File: src/rtl/chan_ctl_pkg.sv
package chan_ctl_pkg;

  typedef struct packed {
    logic copper;
    logic sprite;
    logic bitplane;
  } chan_en_t;

  function automatic int unsigned mask_width(input int unsigned data_w);
    return data_w - 1;
  endfunction

endpackage

File: src/rtl/ctl_write_decode.sv
module ctl_write_decode #(
  parameter int unsigned DATA_W = 16,
  localparam int unsigned MASK_W = DATA_W - 1
) (
  input  logic [DATA_W-1:0] wr_data,
  input  logic [MASK_W-1:0] cur_word,
  output logic [MASK_W-1:0] nxt_word
);

  logic op_set;
  logic [MASK_W-1:0] sel;

  assign op_set = wr_data[DATA_W-1];
  assign sel    = wr_data[MASK_W-1:0];

  for (genvar gi = 0; gi < MASK_W; gi++) begin : g_bit
    assign nxt_word[gi] = sel[gi] ? op_set : cur_word[gi];
  end

endmodule

File: src/rtl/ctl_state_reg.sv
module ctl_state_reg #(
  parameter int unsigned DATA_W = 16,
  localparam int unsigned MASK_W = DATA_W - 1
) (
  input  logic              clk,
  input  logic              rst,
  input  logic              wr_en,
  input  logic [DATA_W-1:0] wr_data,
  input  logic [MASK_W-1:0] nxt_word,
  output logic [MASK_W-1:0] word_q
);

  always_ff @(posedge clk) begin
    if (rst) begin
      word_q <= '0;
    end else if (wr_en) begin
      word_q <= nxt_word;
    end
  end

  AST_RESET_CLEAR: assert property (@(posedge clk) rst |=> (word_q == '0));
  AST_SET_MASKED: assert property (@(posedge clk) disable iff (rst)
    (wr_en && wr_data[DATA_W-1]) |=> ((word_q & $past(wr_data[MASK_W-1:0])) == $past(wr_data[MASK_W-1:0])));
  AST_CLEAR_MASKED: assert property (@(posedge clk) disable iff (rst)
    (wr_en && !wr_data[DATA_W-1]) |=> ((word_q & $past(wr_data[MASK_W-1:0])) == '0));
  AST_KEEP_UNNAMED: assert property (@(posedge clk) disable iff (rst)
    wr_en |=> ((word_q & ~$past(wr_data[MASK_W-1:0])) == ($past(word_q) & ~$past(wr_data[MASK_W-1:0]))));
  AST_IDLE_STABLE: assert property (@(posedge clk) disable iff (rst)
    !wr_en |=> $stable(word_q));

endmodule

File: src/rtl/ctl_read_port.sv
module ctl_read_port #(
  parameter int unsigned DATA_W = 16,
  localparam int unsigned MASK_W = DATA_W - 1
) (
  input  logic              clk,
  input  logic              rst,
  input  logic              rd_en,
  input  logic [MASK_W-1:0] word_q,
  output logic [DATA_W-1:0] rd_data
);

  always_ff @(posedge clk) begin
    if (rst) begin
      rd_data <= '0;
    end else if (rd_en) begin
      rd_data <= {1'b0, word_q};
    end
  end

  AST_RD_CAPTURE: assert property (@(posedge clk) disable iff (rst)
    rd_en |=> (rd_data[MASK_W-1:0] == $past(word_q)));
  AST_RD_HOLD: assert property (@(posedge clk) disable iff (rst)
    !rd_en |=> $stable(rd_data));
  AST_FLAG_ZERO: assert property (@(posedge clk) disable iff (rst)
    rd_en |=> !rd_data[DATA_W-1]);

endmodule

File: src/rtl/ctl_enable_tap.sv
module ctl_enable_tap
  import chan_ctl_pkg::*;
#(
  parameter int unsigned DATA_W       = 16,
  parameter int unsigned COPPER_BIT   = 7,
  parameter int unsigned SPRITE_BIT   = 5,
  parameter int unsigned BITPLANE_BIT = 8,
  localparam int unsigned MASK_W = DATA_W - 1
) (
  input  logic [MASK_W-1:0] word_q,
  output chan_en_t          en
);

  assign en.copper   = word_q[COPPER_BIT];
  assign en.sprite   = word_q[SPRITE_BIT];
  assign en.bitplane = word_q[BITPLANE_BIT];

endmodule

File: src/rtl/chan_enable_ctl.sv
module chan_enable_ctl
  import chan_ctl_pkg::*;
#(
  parameter int unsigned DATA_W       = 16,
  parameter int unsigned COPPER_BIT   = 7,
  parameter int unsigned SPRITE_BIT   = 5,
  parameter int unsigned BITPLANE_BIT = 8,
  localparam int unsigned MASK_W = DATA_W - 1
) (
  input  logic              clk,
  input  logic              rst,
  input  logic              wr_en,
  input  logic [DATA_W-1:0] wr_data,
  input  logic              rd_en,
  output logic [DATA_W-1:0] rd_data,
  output logic              copper_en,
  output logic              sprite_en,
  output logic              bitplane_en
);

  logic [MASK_W-1:0] word_q;
  logic [MASK_W-1:0] nxt_word;
  chan_en_t          en;

  ctl_write_decode #(.DATA_W(DATA_W)) u_decode (
    .wr_data  (wr_data),
    .cur_word (word_q),
    .nxt_word (nxt_word)
  );

  ctl_state_reg #(.DATA_W(DATA_W)) u_state (
    .clk      (clk),
    .rst      (rst),
    .wr_en    (wr_en),
    .wr_data  (wr_data),
    .nxt_word (nxt_word),
    .word_q   (word_q)
  );

  ctl_read_port #(.DATA_W(DATA_W)) u_read (
    .clk     (clk),
    .rst     (rst),
    .rd_en   (rd_en),
    .word_q  (word_q),
    .rd_data (rd_data)
  );

  ctl_enable_tap #(
    .DATA_W       (DATA_W),
    .COPPER_BIT   (COPPER_BIT),
    .SPRITE_BIT   (SPRITE_BIT),
    .BITPLANE_BIT (BITPLANE_BIT)
  ) u_tap (
    .word_q (word_q),
    .en     (en)
  );

  assign copper_en   = en.copper;
  assign sprite_en   = en.sprite;
  assign bitplane_en = en.bitplane;

  AST_ENABLE_FOLLOWS_WRITE: assert property (@(posedge clk) disable iff (rst)
    (wr_en && wr_data[COPPER_BIT]) |=> (copper_en == $past(wr_data[DATA_W-1])));

endmodule

File: config.mk
export PLATFORM = sky130hd
export DESIGN_NAME = chan_enable_ctl
export DESIGN_NICKNAME = d
export VERILOG_FILES = /design/src/rtl/chan_ctl_pkg.sv /design/src/rtl/ctl_write_decode.sv /design/src/rtl/ctl_state_reg.sv /design/src/rtl/ctl_read_port.sv /design/src/rtl/ctl_enable_tap.sv /design/src/rtl/chan_enable_ctl.sv
export SDC_FILE = /design/constraint.sdc
export NUM_CORES = 1
export LEC_CHECK = 0
export ABC_AREA = 1
export BUFFER_PORTS_ARGS = -buffer_cell sky130_fd_sc_hd__buf_2
export CAP_MARGIN = 10
export CORE_MARGIN = 3
export CORE_UTILIZATION = 47
export DETAILED_ROUTE_END_ITERATION = 8
export GPL_TIMING_DRIVEN = 0
export PLACE_DENSITY = 0.75
export SLEW_MARGIN = 20
export SYNTH_ARGS = -nofsm -noshare
export SYNTH_HDL_FRONTEND = slang
export SYNTH_HIERARCHICAL = 1
export SYNTH_SLANG_ARGS = --single-unit
File: constraint.sdc
create_clock -name clk -period 0.8 [get_ports clk]
set_input_delay 0 -clock clk [delete_from_list [all_inputs] [get_ports clk]]
set_output_delay 0 -clock clk [all_outputs]
set_load 0.05 [all_outputs]
Word level (Yosys, flattened, before mapping)

Index checks and enable logic that the tools add are counted.

Reduce and logical (&&, ||, !) cells: 15

Operator list:

| cell                | count |
|---|---|
| 2-bit AND reduction | 15 |

Flip-flop bits (word level): 30
Input port bits: 20
Logic and storage cells: 31

Longest topological paths before layout

Depth in word-level cells: 1
Mapped depth: 7
Mapped depth without buffers: 7

Cells and area by module

The synthesis kept the hierarchy.

Modules (own cells, without submodules):

| module           | times used | cells each | area an instance (um^2) | sequential area each (um^2) |
|---|---|---|---|---|
| ctl_read_port    | 1          | 97         | 645.6                   | 300.3 |
| ctl_state_reg    | 1          | 95         | 634.4                   | 300.3 |
| ctl_write_decode | 1          | 61         | 236.5                   | 0.0 |
| ctl_enable_tap   | 1          | 3          | 22.5                    | 0.0 |

Worst setup path after synthesis

No wires, ideal clock.

Kind: reg-to-reg
Start point: register, netlist name u_read/rd_data[0]
End point: register u_read.rd_data[0]
Setup time: 0.062 ns
Data arrival time: 0.802 ns
Slack: -0.064 ns
Cell stages (with the launch flop): 3
Path buffers: 0
Clock period less this slack: 0.864 ns
Path through: dfxtp_1 > nor2_1 > nor2_2

RTL lines:

| what                 | RTL line            | source |
|---|---|---|
| to (signal assigned) | ctl_read_port.sv:16 | `rd_data <= {1'b0, word_q};` |
| to (decl)            | ctl_read_port.sv:9  | `output logic [DATA_W-1:0] rd_data` |

Final worst setup path

Start point: register u_state.word_q[5]
End point: output port sprite_en

RTL lines:

| what                   | RTL line              | source |
|---|---|---|
| from (decl)            | ctl_state_reg.sv:10   | `output logic [MASK_W-1:0] word_q` |
| from (signal assigned) | ctl_state_reg.sv:17   | `word_q <= nxt_word;` |
| to (decl)              | chan_enable_ctl.sv:17 | `output logic sprite_en,` |

No word-level cell between the ends.

==> impl_metrics.py <==
metrics = {
    "yosys": {
        "yosysWarnings": 6,
        "yosysSeqAreaShare_pct": 39.0,
        "async_flop_share_pct": 0,
        "ys_types": 9,
        "post-synth-top-count-cell": "nand2_1",
        "synth_cells": 256,
        "muxShareOfSynthArea_pct": 0,
        "synth_xor_area_share_pct": 0,
        "synth_top_family_by_area": "simple AND/OR/NAND/NOR gates",
        "synth_common_cells": "nand2_1, nor2_1, inv_1",
        "synth_edf_count": 0,
        "yosysTopAreaCellShare_pct": 39.0,
        "ys_ff_latch": 30,
        "post-synth-top-area-cell": "dfxtp_1",
        "synthAdderAreaFrac_pct": 0,
        "synth_area_leaders": "dfxtp_1, nand2_1, nor2_1",
        "yosys_most_used_dff": "dfxtp_1",
        "syn_nets": 276,
        "synth_compound_area_share_pct": 0,
        "syn_avg_cell_area_um2": 6.01,
        "synth-simple-area-share_pct": 41.2,
        "syn-cell-area_um2": 1540,
    },
    "sta": {
        "fin_crit_sh_pct": 114,
        "rsz0062_at_grt": "true",
        "hold_viol_final": 0,
        "fin_crit_ns": 0.911,
        "finClkSkew_ns": 0.00342,
        "timing.hold.ws_ns": 0.0521,
        "fin_ws_ns": -0.111,
        "setup_viol": 21,
        "max_freq_mhz": 1100,
        "slew_violations": 0,
    },
    "route": {
        "wire_per_inst_um": 9.46,
        "routed.top_layer": "met4",
        "first_iter_violations": 50,
        "drcViolationCount": 0,
        "met1_length_um": 1540,
        "vias": 1447,
        "dr.pass1.iters": 4,
        "drt-total-wl_um": 3320,
        "vias_per_cell": 4.12,
        "met3_length_um": 95,
        "drtAntennaViolNets": 0,
        "wl_met2_um": 1630,
    },
    "hold_path": {
        "min_from": "wr_data[12]",
        "hold_path_class": "in2reg",
        "whs_endpoint": "u_state/word_q[12]$_SDFFE_PP0P_",
        "min_path_cells": 8,
    },
    "placed_design": {
        "dp_cells": 335,
        "place.gp.congestion": 0.719,
        "io_buffers": 35,
        "dpl.hpwl_um": 2170,
    },
    "power_and_ir_drop": {
        "irDropWorstVdd_uv": 1110,
        "switching_share_pct": 31.8,
        "p_seq_share_pct": 47.2,
        "combPwrFrac_pct": 26.6,
        "clock_power_share_pct": 26.2,
        "p_int_w": 0.00245,
        "p_sw_w": 0.00114,
        "cellLeakagePower_nw": 1.21,
        "power_w": 0.00360,
        "powerDensity_nw_per_um2": 1690,
    },
    "job": {
        "cap_violations": 0,
    },
    "worst_setup_path": {
        "crit_fanout": 2,
        "cp-end-kind": "output pin",
        "critPathLaunchType": "flip-flop",
        "r2r-end": "u_state/word_q[8]$_SDFFE_PP0P_",
        "critPathRequiredTime_ns": 0.80,
        "reg2reg_depth": 7,
        "rrSetupSlack_ns": -0.04,
        "criticalPathCategory": "reg2out",
        "arrival_ns": 0.91,
        "rr_startpoint": "u_state/word_q[8]$_SDFFE_PP0P_",
    },
    "floorplan": {
        "std_cell_rows": 20,
        "io_pins": 39,
        "die-area_um2": 4000,
        "die_h_um": 63.2,
        "coreArea_um2": 3080,
        "start_util_pct": 50.0,
        "dieWidth_um": 63.2,
    },
    "final_layout": {
        "drive_above_1_share_pct": 31.3,
        "fin_nets": 326,
        "fin_cells": 351,
        "fillers": 266,
        "antenna_cells": 0,
        "syn_to_final_growth_pct": 38.6,
    },
    "clock_network": {
        "insertion_delay_ns": 0.32,
        "cts_buffer_depth": 2,
        "numCtsBuffers": 5,
        "clkSinkCount": 30,
        "clkSlewWorstSetupHoldPaths_ns": 0.09,
        "root_buffer": "clkbuf_4",
        "htreeDepth": 2,
        "cts_tree": "done",
    },
    "grt": {
        "gr-total-overflow": 0,
        "groute.usage.overall_pct": 18.4,
        "grt_pass1_vias": 1362,
        "antenna_found_initial": 0,
        "grt_max_degree": 11,
        "grt_pass1_wl_um": 5840,
    },
    "run_status": {
        "status": "complete, but fails checks",
        "violations": "negative setup slack",
    },
}
[routing by layer]
layer / up-vias / track usage, %
li1: 812 / -
met1: 606 / 22.4
met2: 24 / 31.0
met3: 5 / 3.74
met4: 0 / 8.89
met5: - / 0
[worst max-delay path: stages, from the launching register on]
cell	delay (ns)
dfxtp_2	0.34
buf_6	0.11
buf_8	0.14
[cell type report]
cell class / count / area (um2) / share of cell area [%]
well taps: 44 / 55.1 / 2.58
repair buffers: 43 / 432 / 20.2
clock inverters: 1 / 5.00 / 0.235
plain buffers: 13 / 135 / 6.33
clock buffers: 7 / 55.1 / 2.58
inverters: 47 / 176 / 8.27
multi-input cells: 166 / 641 / 30.0
flip-flops and latches: 30 / 634 / 29.7
[power groups by stage]
stage / clock [W] / sequential, W / combinational, W
6_report: 0.000943 / 0.00170 / 0.000958
5_1_grt: 0.00104 / 0.00171 / 0.00106
4_1_cts: 0.000974 / 0.00168 / 0.000915
3_5_place_dp: 0 / 0.00170 / 0.000774
3_3_place_gp: 0 / 0.00170 / 0.000763
2_1_floorplan: 0 / 0.00186 / 0.000433
[placed cells by master (no fill, tap or decap), drive strengths merged]
cell and n:
buf 52, clkbuf 7, clkinv 1, conb 1, dfxtp 30, dlygate4sd3 3
dlymetal6s4s 1, inv 47, nand2 105, nor2 60
[cell families (layout without fill, tap and decap cells)]
logic type             Yosys count  in the layout
AND/OR/NAND/NOR                165            165
flip-flops                      30             30
other                            1              1
buffers and inverters           60            111
[timing repair]
action,in CTS,in global routing
hold buffers,4,0
gates resized for setup,47,26
hold endpoints to repair,30,0
buffers inserted,3,1
endpoints found under the setup margin,18,32
pin swaps,0,3
[how the worst max path moves through the flow]
stage / start / to / slack (ns)
6_report: u_state/word_q[5]$_SDFFE_PP0P_ / sprite_en / -0.11
5_1_grt: u_state/word_q[8]$_SDFFE_PP0P_ / bitplane_en / -0.14
4_1_cts: u_state/word_q[5]$_SDFFE_PP0P_ / sprite_en / -0.12
3_5_place_dp: u_state/word_q[8]$_SDFFE_PP0P_ / u_state/word_q[8]$_SDFFE_PP0P_ / 0.06
3_3_place_gp: u_state/word_q[5]$_SDFFE_PP0P_ / sprite_en / 0.07
2_1_floorplan: u_read/rd_data[0]$_SDFFE_PP0P_ / u_read/rd_data[0]$_SDFFE_PP0P_ / 0.1
[flip-flops by register name, indices dropped and copies added (netlist names)]
signal and flops:
u_read/rd_data 15, u_state/word_q 15
[stage by stage]
step,area (um2),setup WS [ns],setup TNS [ns],utilization [%]
2_1_floorplan,1560,0.0965,0,-
6_report,2130,-0.111,-0.760,69.3
5_1_grt,2130,-0.143,-1.77,69.3
3_3_place_gp,1790,0.0653,0,58.1
3_5_place_dp,1790,0.0594,0,58.1
4_1_cts,2060,-0.121,-1.07,66.8
No activity file was read; power rests on OpenSTA's default activity.
